**src/rtl/sector_trig_pkg.sv**
```systemverilog
package sector_trig_pkg;

  // Strobes decoded by the control block for the datapath.
  typedef struct packed {
    logic maskWr;   // load a mask slot this cycle
    logic slotOn;   // enable value stored with the mask
    logic ctlWr;    // load the control fields this cycle
  } cfgStrobe_t;

endpackage

```
**src/rtl/sector_trig_ctrl.sv**
```systemverilog
module sector_trig_ctrl
  import sector_trig_pkg::*;
#(
  parameter  int NUM_RINGS  = 32,
  parameter  int PIPE_DEPTH = 32,
  localparam int CNT_W      = $clog2(NUM_RINGS + 1),
  localparam int TAP_W      = (PIPE_DEPTH > 1) ? $clog2(PIPE_DEPTH) : 1,
  localparam int CTL_W      = 1 + CNT_W + TAP_W
) (
  input  logic             clk,
  input  logic             rstN,
  input  logic             cfgWrEn,
  input  logic             isCtl,
  input  logic             cfgSlotOn,
  input  logic [CTL_W-1:0] ctlData,
  output cfgStrobe_t       strobe,
  output logic             cutOn,
  output logic [CNT_W-1:0] thr,
  output logic [TAP_W-1:0] tapSel
);

  always_comb begin
    strobe.maskWr = cfgWrEn && !isCtl;
    strobe.ctlWr  = cfgWrEn && isCtl;
    strobe.slotOn = cfgSlotOn;
  end

  always_ff @(posedge clk or negedge rstN) begin
    if (!rstN) begin
      cutOn  <= 1'b0;
      thr    <= '0;
      tapSel <= '0;
    end else if (strobe.ctlWr) begin
      cutOn  <= ctlData[0];
      thr    <= ctlData[CNT_W:1];
      tapSel <= ctlData[CTL_W-1:CNT_W+1];
    end
  end

  AST_CTL_LOAD: assert property (@(posedge clk) disable iff (!rstN)
    (cfgWrEn && isCtl) |=> (thr == $past(ctlData[CNT_W:1])));

endmodule

```
**src/rtl/sector_trig_dp.sv**
```systemverilog
module sector_trig_dp
  import sector_trig_pkg::*;
#(
  parameter  int NUM_RINGS     = 32,
  parameter  int PADS_PER_RING = 4,
  parameter  int NUM_MASKS     = 64,
  parameter  int PIPE_DEPTH    = 32,
  parameter  bit PIPE_EN       = 1'b1,
  localparam int SLOT_W        = $clog2(NUM_MASKS),
  localparam int CNT_W         = $clog2(NUM_RINGS + 1),
  localparam int TAP_W         = (PIPE_DEPTH > 1) ? $clog2(PIPE_DEPTH) : 1,
  localparam int PAD_W         = NUM_RINGS * PADS_PER_RING
) (
  input  logic                 clk,
  input  logic                 rstN,
  input  logic [PAD_W-1:0]     padHits,
  input  logic [NUM_MASKS-1:0] extIn,
  input  cfgStrobe_t           strobe,
  input  logic [SLOT_W-1:0]    slot,
  input  logic [NUM_RINGS-1:0] maskData,
  input  logic                 cutOn,
  input  logic [CNT_W-1:0]     thr,
  input  logic [TAP_W-1:0]     tapSel,
  output logic                 trigOut,
  output logic [NUM_MASKS-1:0] extOut,
  output logic [NUM_RINGS-1:0] pipeOut
);

  logic [NUM_RINGS-1:0] ringD;
  logic [NUM_RINGS-1:0] ringQ;
  logic [NUM_RINGS-1:0] maskQ [NUM_MASKS];
  logic [NUM_MASKS-1:0] maskEnQ;
  logic [NUM_MASKS-1:0] localHit;
  logic [NUM_MASKS-1:0] hitQ;
  logic [CNT_W-1:0]     popCnt;
  logic                 multOkQ;
  logic                 trigQ;

  // Stage 1: combine pads per ring, latch on the machine clock.
  for (genvar r = 0; r < NUM_RINGS; r++) begin : g_ring
    assign ringD[r] = |padHits[r*PADS_PER_RING +: PADS_PER_RING];
  end

  always_ff @(posedge clk or negedge rstN) begin
    if (!rstN) ringQ <= '0;
    else       ringQ <= ringD;
  end

  // Mask bank.
  always_ff @(posedge clk or negedge rstN) begin
    if (!rstN) begin
      for (int i = 0; i < NUM_MASKS; i++) maskQ[i] <= '0;
      maskEnQ <= '0;
    end else if (strobe.maskWr) begin
      maskQ[slot]   <= maskData;
      maskEnQ[slot] <= strobe.slotOn;
    end
  end

  for (genvar i = 0; i < NUM_MASKS; i++) begin : g_match
    assign localHit[i] = maskEnQ[i] && ((ringQ & maskQ[i]) == maskQ[i]);
  end

  assign extOut = localHit;
  assign popCnt = CNT_W'($countones(ringQ));

  // Stage 2: chaining gate and multiplicity cut. Stage 3: decision.
  always_ff @(posedge clk or negedge rstN) begin
    if (!rstN) begin
      hitQ    <= '0;
      multOkQ <= 1'b0;
      trigQ   <= 1'b0;
    end else begin
      hitQ    <= localHit & extIn;
      multOkQ <= !cutOn || (popCnt >= thr);
      trigQ   <= (|hitQ) && multOkQ;
    end
  end

  assign trigOut = trigQ;

  // Delay line for the later trigger level.
  if (PIPE_EN) begin : g_pipe
    logic [NUM_RINGS-1:0] pipeQ [PIPE_DEPTH];
    always_ff @(posedge clk or negedge rstN) begin
      if (!rstN) begin
        for (int k = 0; k < PIPE_DEPTH; k++) pipeQ[k] <= '0;
      end else begin
        pipeQ[0] <= ringQ;
        for (int k = 1; k < PIPE_DEPTH; k++) pipeQ[k] <= pipeQ[k-1];
      end
    end
    assign pipeOut = (int'(tapSel) < PIPE_DEPTH) ? pipeQ[tapSel] : '0;

    AST_PIPE_HEAD: assert property (@(posedge clk) disable iff (!rstN)
      (tapSel == '0) |-> (pipeOut == $past(ringQ)));
  end else begin : g_nopipe
    assign pipeOut = '0;
  end

  AST_TRIG_NEEDS_TRACK: assert property (@(posedge clk) disable iff (!rstN)
    trigQ |-> $past(|(localHit & extIn), 2));

  AST_CUT_HONORED: assert property (@(posedge clk) disable iff (!rstN)
    (trigQ && $past(cutOn, 2)) |-> $past(popCnt >= thr, 2));

  AST_OFF_SLOT_QUIET: assert property (@(posedge clk) disable iff (!rstN)
    (strobe.maskWr && !strobe.slotOn) |=> !localHit[$past(slot)]);

endmodule

```
**src/rtl/sector_track_trigger.sv**
```systemverilog
module sector_track_trigger
  import sector_trig_pkg::*;
#(
  parameter int NUM_RINGS     = 32,
  parameter int PADS_PER_RING = 4,
  parameter int NUM_MASKS     = 64,
  parameter int PIPE_DEPTH    = 32,
  parameter bit PIPE_EN       = 1'b1
) (
  input  logic                                clk,
  input  logic                                rstN,
  input  logic [NUM_RINGS*PADS_PER_RING-1:0]  padHits,
  input  logic [NUM_MASKS-1:0]                extIn,
  input  logic                                cfgWrEn,
  input  logic [$clog2(NUM_MASKS):0]          cfgAddr,
  input  logic [NUM_RINGS-1:0]                cfgData,
  input  logic                                cfgSlotOn,
  output logic                                trigOut,
  output logic [NUM_MASKS-1:0]                extOut,
  output logic [NUM_RINGS-1:0]                pipeOut
);

  localparam int SLOT_W = $clog2(NUM_MASKS);
  localparam int CNT_W  = $clog2(NUM_RINGS + 1);
  localparam int TAP_W  = (PIPE_DEPTH > 1) ? $clog2(PIPE_DEPTH) : 1;
  localparam int CTL_W  = 1 + CNT_W + TAP_W;

  cfgStrobe_t       strobe;
  logic             cutOn;
  logic [CNT_W-1:0] thr;
  logic [TAP_W-1:0] tapSel;

  sector_trig_ctrl #(
    .NUM_RINGS (NUM_RINGS),
    .PIPE_DEPTH(PIPE_DEPTH)
  ) u_ctrl (
    .clk      (clk),
    .rstN     (rstN),
    .cfgWrEn  (cfgWrEn),
    .isCtl    (cfgAddr[SLOT_W]),
    .cfgSlotOn(cfgSlotOn),
    .ctlData  (cfgData[CTL_W-1:0]),
    .strobe   (strobe),
    .cutOn    (cutOn),
    .thr      (thr),
    .tapSel   (tapSel)
  );

  sector_trig_dp #(
    .NUM_RINGS    (NUM_RINGS),
    .PADS_PER_RING(PADS_PER_RING),
    .NUM_MASKS    (NUM_MASKS),
    .PIPE_DEPTH   (PIPE_DEPTH),
    .PIPE_EN      (PIPE_EN)
  ) u_dp (
    .clk     (clk),
    .rstN    (rstN),
    .padHits (padHits),
    .extIn   (extIn),
    .strobe  (strobe),
    .slot    (cfgAddr[SLOT_W-1:0]),
    .maskData(cfgData),
    .cutOn   (cutOn),
    .thr     (thr),
    .tapSel  (tapSel),
    .trigOut (trigOut),
    .extOut  (extOut),
    .pipeOut (pipeOut)
  );

endmodule

```
**config.mk**
```make
export PLATFORM = sky130hd
export DESIGN_NAME = sector_track_trigger
export DESIGN_NICKNAME = d
export VERILOG_FILES = /design/src/rtl/sector_trig_pkg.sv /design/src/rtl/sector_trig_ctrl.sv /design/src/rtl/sector_trig_dp.sv /design/src/rtl/sector_track_trigger.sv
export SDC_FILE = /design/constraint.sdc
export NUM_CORES = 2
export LEC_CHECK = 0
export BUFFER_PORTS_ARGS = -buffer_cell sky130_fd_sc_hd__buf_2
export CORE_AREA = 2 2 517 519
export DETAILED_ROUTE_END_ITERATION = 8
export DIE_AREA = 0 0 519 521
export PLACE_DENSITY_LB_ADDON = 0.3
export SYNTH_ARGS = -nofsm -noshare
export SYNTH_HDL_FRONTEND = slang
export SYNTH_SLANG_ARGS = --single-unit
```
**constraint.sdc**
```tcl
create_clock -name clk -period 6 [get_ports clk]
set_clock_uncertainty 0.05 [all_clocks]
set_input_delay 1.2 -clock clk [delete_from_list [all_inputs] [get_ports clk]]
set_output_delay 1.2 -clock clk [all_outputs]
set_load 0.1 [all_outputs]
```
==> flow_results.xml <==
<?xml version="1.0" encoding="UTF-8"?>
<metrics>
  <group name="synthesis">
    <metric name="unique_cell_type_count_in_the_yosys_netlist" unit="">59</metric>
    <metric name="synthDominantAreaCellType" unit="">dfrtp_1</metric>
    <metric name="synth.ff_latch_count" unit="">3246</metric>
    <metric name="post_synth_main_area_contributors" unit="">dfrtp_1, mux2_2, mux2i_1</metric>
    <metric name="yosysWarningCount" unit="">0</metric>
    <metric name="proportion_of_register_bits_with_asynchronous_set_or_reset_after_synthesis" unit="">1.00</metric>
    <metric name="synth-edff-count" unit="">0</metric>
    <metric name="synth.avg_cell_area" unit="µm²">14.3</metric>
    <metric name="synth_seq_area_share" unit="">0.616</metric>
    <metric name="post_synth_instance_area" unit="µm²">132000</metric>
    <metric name="syn-num-nets" unit="">9547</metric>
    <metric name="ys.flop_type" unit="">dfrtp_1</metric>
    <metric name="synth_cells" unit="">9256</metric>
    <metric name="synth_top_cell_area_share" unit="">0.616</metric>
  </group>
  <group name="power_and_ir_drop">
    <metric name="power.static_leakage" unit="µW">0.0673</metric>
    <metric name="power.density" unit="nW/µm²">344</metric>
    <metric name="peak_ir_drop_on_the_vdd_network" unit="mV">0.305</metric>
    <metric name="totalPowerFinal" unit="µW">51200</metric>
  </group>
  <group name="run_status">
    <metric name="status" unit="">finished with violations</metric>
    <metric name="failing_checks" unit="">setup timing</metric>
  </group>
  <group name="clock_network">
    <metric name="cts.root.buffer_cell" unit="">clkbuf_16</metric>
    <metric name="cts_setup_buffers" unit="">0</metric>
    <metric name="cts_max_path_buffers" unit="">4</metric>
    <metric name="clkTransAtPathRegs" unit="ps">60</metric>
    <metric name="cts-hold-fix-buffers" unit="">0</metric>
    <metric name="post_cts_resized" unit="">0</metric>
    <metric name="cts_tree" unit="">done</metric>
    <metric name="numClockSinks" unit="">3246</metric>
    <metric name="insertion_delay" unit="ps">910</metric>
    <metric name="htree_num_levels" unit="">5</metric>
    <metric name="numCtsBuffers" unit="">339</metric>
  </group>
  <group name="setup_path">
    <metric name="timing.reg2reg.setup_slack" unit="ps">870</metric>
    <metric name="crit_cells" unit="">8</metric>
    <metric name="critPathArrivalTime" unit="ps">4810</metric>
    <metric name="crit_fanout" unit="">14</metric>
    <metric name="setup.worst_path.end_class" unit="">output pin</metric>
    <metric name="cp_data_required_time" unit="ps">4750</metric>
    <metric name="critical_path_start_end_classification" unit="">flop to output pin</metric>
    <metric name="cp_top_family" unit="">buffers and inverters</metric>
    <metric name="worstPathCellList" unit="">buf_4 -&gt; clkinv_2 -&gt; buf_4 -&gt; a2111oi_0 -&gt; and3_1 -&gt; and4_1 -&gt; and3_1 -&gt; buf_2</metric>
    <metric name="reg2reg_depth" unit="">17</metric>
    <metric name="critPathMaxStageDelay" unit="ps">950</metric>
    <metric name="worstPathBufferInverterCount" unit="">4</metric>
    <metric name="timing.critical_path.to" unit="">extOut[50]</metric>
    <metric name="crit_path_start" unit="">u_dp.ringQ[12]</metric>
    <metric name="critical_path.slowest_cell" unit="">a2111oi_0</metric>
    <metric name="reg2reg_to" unit="">u_dp.multOkQ</metric>
    <metric name="worst_setup_path_start_kind" unit="">flop</metric>
    <metric name="regToRegStartpoint" unit="">u_dp.ringQ[28]</metric>
  </group>
  <group name="timing">
    <metric name="fin_crit_period" unit="ps">6060</metric>
    <metric name="hold_violations" unit="">0</metric>
    <metric name="slew_headroom" unit="">0.0806</metric>
    <metric name="setup_tns" unit="ps">-94.1</metric>
    <metric name="setup_violations" unit="">2</metric>
    <metric name="slew_violations" unit="">0</metric>
    <metric name="worst_pin_slew" unit="ps">1340</metric>
    <metric name="max_freq" unit="MHz">165</metric>
    <metric name="period_share" unit="">1.01</metric>
    <metric name="holdWs" unit="ps">294</metric>
    <metric name="layout_setup_ws" unit="ps">-60.9</metric>
    <metric name="rsz0062_at_grt" unit="">false</metric>
  </group>
  <group name="flow_run">
    <metric name="drv.max_cap_violation_count" unit="">0</metric>
  </group>
  <group name="floorplan">
    <metric name="initial_core_util" unit="">0.499</metric>
    <metric name="die_height" unit="µm">521</metric>
    <metric name="core_region_area" unit="µm²">264000</metric>
    <metric name="floorplan.rows" unit="">189</metric>
    <metric name="die_width" unit="µm">519</metric>
    <metric name="die_area" unit="µm²">270000</metric>
    <metric name="ios" unit="">332</metric>
  </group>
  <group name="routing">
    <metric name="met3RoutedLength" unit="µm">41200</metric>
    <metric name="wirelength" unit="µm">443000</metric>
    <metric name="top_signal_layer_used" unit="">met5</metric>
    <metric name="m1_wl" unit="µm">175000</metric>
    <metric name="met2_wirelength" unit="µm">200000</metric>
    <metric name="vias_per_cell" unit="">6.47</metric>
    <metric name="dr.first_iter.drc_count" unit="">10400</metric>
    <metric name="drtPass1Iterations" unit="">7</metric>
    <metric name="final_antenna_net_count" unit="">0</metric>
    <metric name="post_detailed_route_wirelength_per_cell" unit="µm">33.3</metric>
    <metric name="vias" unit="">86000</metric>
    <metric name="drc_errors" unit="">0</metric>
  </group>
  <group name="place">
    <metric name="gp_congestion" unit="">0.868</metric>
    <metric name="post-dp-hpwl" unit="µm">251000</metric>
    <metric name="port_buffers" unit="">331</metric>
    <metric name="placement.cell_area" unit="µm²">138000</metric>
  </group>
  <group name="global_route">
    <metric name="grt_start_max_net_pins" unit="">175</metric>
    <metric name="first_global_vias" unit="">87500</metric>
    <metric name="antenna_found_initial" unit="">56</metric>
    <metric name="global_route.overflow_total" unit="">0</metric>
    <metric name="global_route.usage.total" unit="">0.323</metric>
    <metric name="grt_pass1_wl" unit="µm">633000</metric>
  </group>
  <group name="min_path">
    <metric name="hold_class" unit="">flop to flop</metric>
    <metric name="min_path_cells" unit="">0</metric>
  </group>
  <group name="cells_and_area">
    <metric name="drive_gt1_frac" unit="">0.345</metric>
    <metric name="syn_to_final_growth" unit="%">12.9</metric>
    <metric name="fillerInstances" unit="">21100</metric>
    <metric name="finalInstanceArea" unit="µm²">149000</metric>
    <metric name="final_net_count" unit="">9761</metric>
  </group>
</metrics>
[flip-flops by register name, indices dropped and copies added (netlist names)]
register,count
u_ctrl.cutOn,1
u_dp.g_pipe.pipeQ,1024
u_dp.maskEnQ,64
u_ctrl.thr,6
u_dp.trigOut,1
u_dp.multOkQ,1
u_dp.ringQ,32
u_dp.hitQ,64
u_ctrl.tapSel,5
u_dp.maskQ,2048
[cells by family (layout without fill, tap and decap cells)]
kind of cell	after synthesis	count (layout)	synth area share
buf+inv	854	1328	0.0279
mux	2629	2629	0.220
fa+ha+maj	56	56	0.00679
other cells	0	31	0
compound gates	1165	1165	0.0684
simple gates	1302	1302	0.0615
xor+xnor	4	4	0.000266
flops	3246	3246	0.616
[per-stage QoR]
step           worst slack (ps)  cells  utilization
2_1_floorplan              1050   9256            -
3_3_place_gp                880  12700        0.521
3_5_place_dp                914  12700        0.521
4_1_cts                    79.0  13300        0.563
5_1_grt                    5.25  13300        0.563
6_report                  -60.9  13300        0.563
[cell type report]
class / count / area (µm²) / share of cell area
Clock inverter: 89 / 1240 / 0.00830
Clock buffer: 512 / 9900 / 0.0665
Inverter: 100 / 397 / 0.00266
Sequential cell: 3246 / 81300 / 0.545
Antenna cell: 31 / 77.6 / 0.000521
Tap cell: 3533 / 4420 / 0.0297
Multi-Input combinational cell: 5156 / 47200 / 0.317
Timing Repair Buffer: 627 / 4460 / 0.0299
[how the worst min path moves through the flow]
stage | start | end | slack [ps]
global placement | u_dp.g_pipe.pipeQ[638] | u_dp.g_pipe.pipeQ[606] | 300
detailed placement | u_dp.g_pipe.pipeQ[209] | u_dp.g_pipe.pipeQ[177] | 310
CTS | u_dp.g_pipe.pipeQ[931] | u_dp.g_pipe.pipeQ[899] | 290
finish | u_dp.g_pipe.pipeQ[931] | u_dp.g_pipe.pipeQ[899] | 290
floorplan | u_dp.g_pipe.pipeQ[192] | u_dp.g_pipe.pipeQ[160] | 300
global route | u_dp.g_pipe.pipeQ[931] | u_dp.g_pipe.pipeQ[899] | 310
[where the power goes]
part           total, µW  switching (µW)  internal (µW)
clock network      21200            8840          12400
logic               5930            3860           2060
registers          24100             796          23300
[synth_stat cells, drive strengths merged (30+ instances only)]
| master | n |
|---|---|
| a2111o | 45 |
| nor2 | 41 |
| a31oi | 32 |
| mux2 | 2117 |
| mux2i | 512 |
| and4 | 167 |
| a22o | 74 |
| nor2b | 472 |
| a2111oi | 125 |
| a21oi | 98 |
| buf | 317 |
| or4 | 32 |
| inv | 92 |
| nand2 | 140 |
| and2 | 64 |
| nand3 | 97 |
| ha | 30 |
| and3 | 170 |
| a222oi | 64 |
| a22oi | 644 |
| dfrtp | 3246 |
| nor3 | 34 |
| clkbuf | 437 |
| a21boi | 59 |
[per-layer routing]
layer  vias up  GRT usage
li1      34100          -
met1     46000      0.435
met2      4666      0.492
met3      1242     0.0694
met4        18      0.171
met5         -          0
[cell usage in the layout (no fill, tap or decap), types with 30 or more instances in the layout]
cell       instances
a2111o_1          45
a2111oi_0        121
a21boi_0          59
a21oi_1           98
a222oi_1          64
a22o_1            74
a22oi_1          644
a31oi_1           32
and2_1            44
and3_1           170
and4_1           167
buf_12            34
buf_2            294
buf_4            282
clkbuf_1         102
clkbuf_16        344
clkbuf_8          66
clkinv_2          58
dfrtp_1         3230
diode_2           31
ha_1              30
inv_1             68
mux2_2          2115
mux2i_1          512
nand2_1          125
nand3_1           97
nor2b_1          470
nor3_1            32
or4_1             32
(Power assumes the default switching activity.)
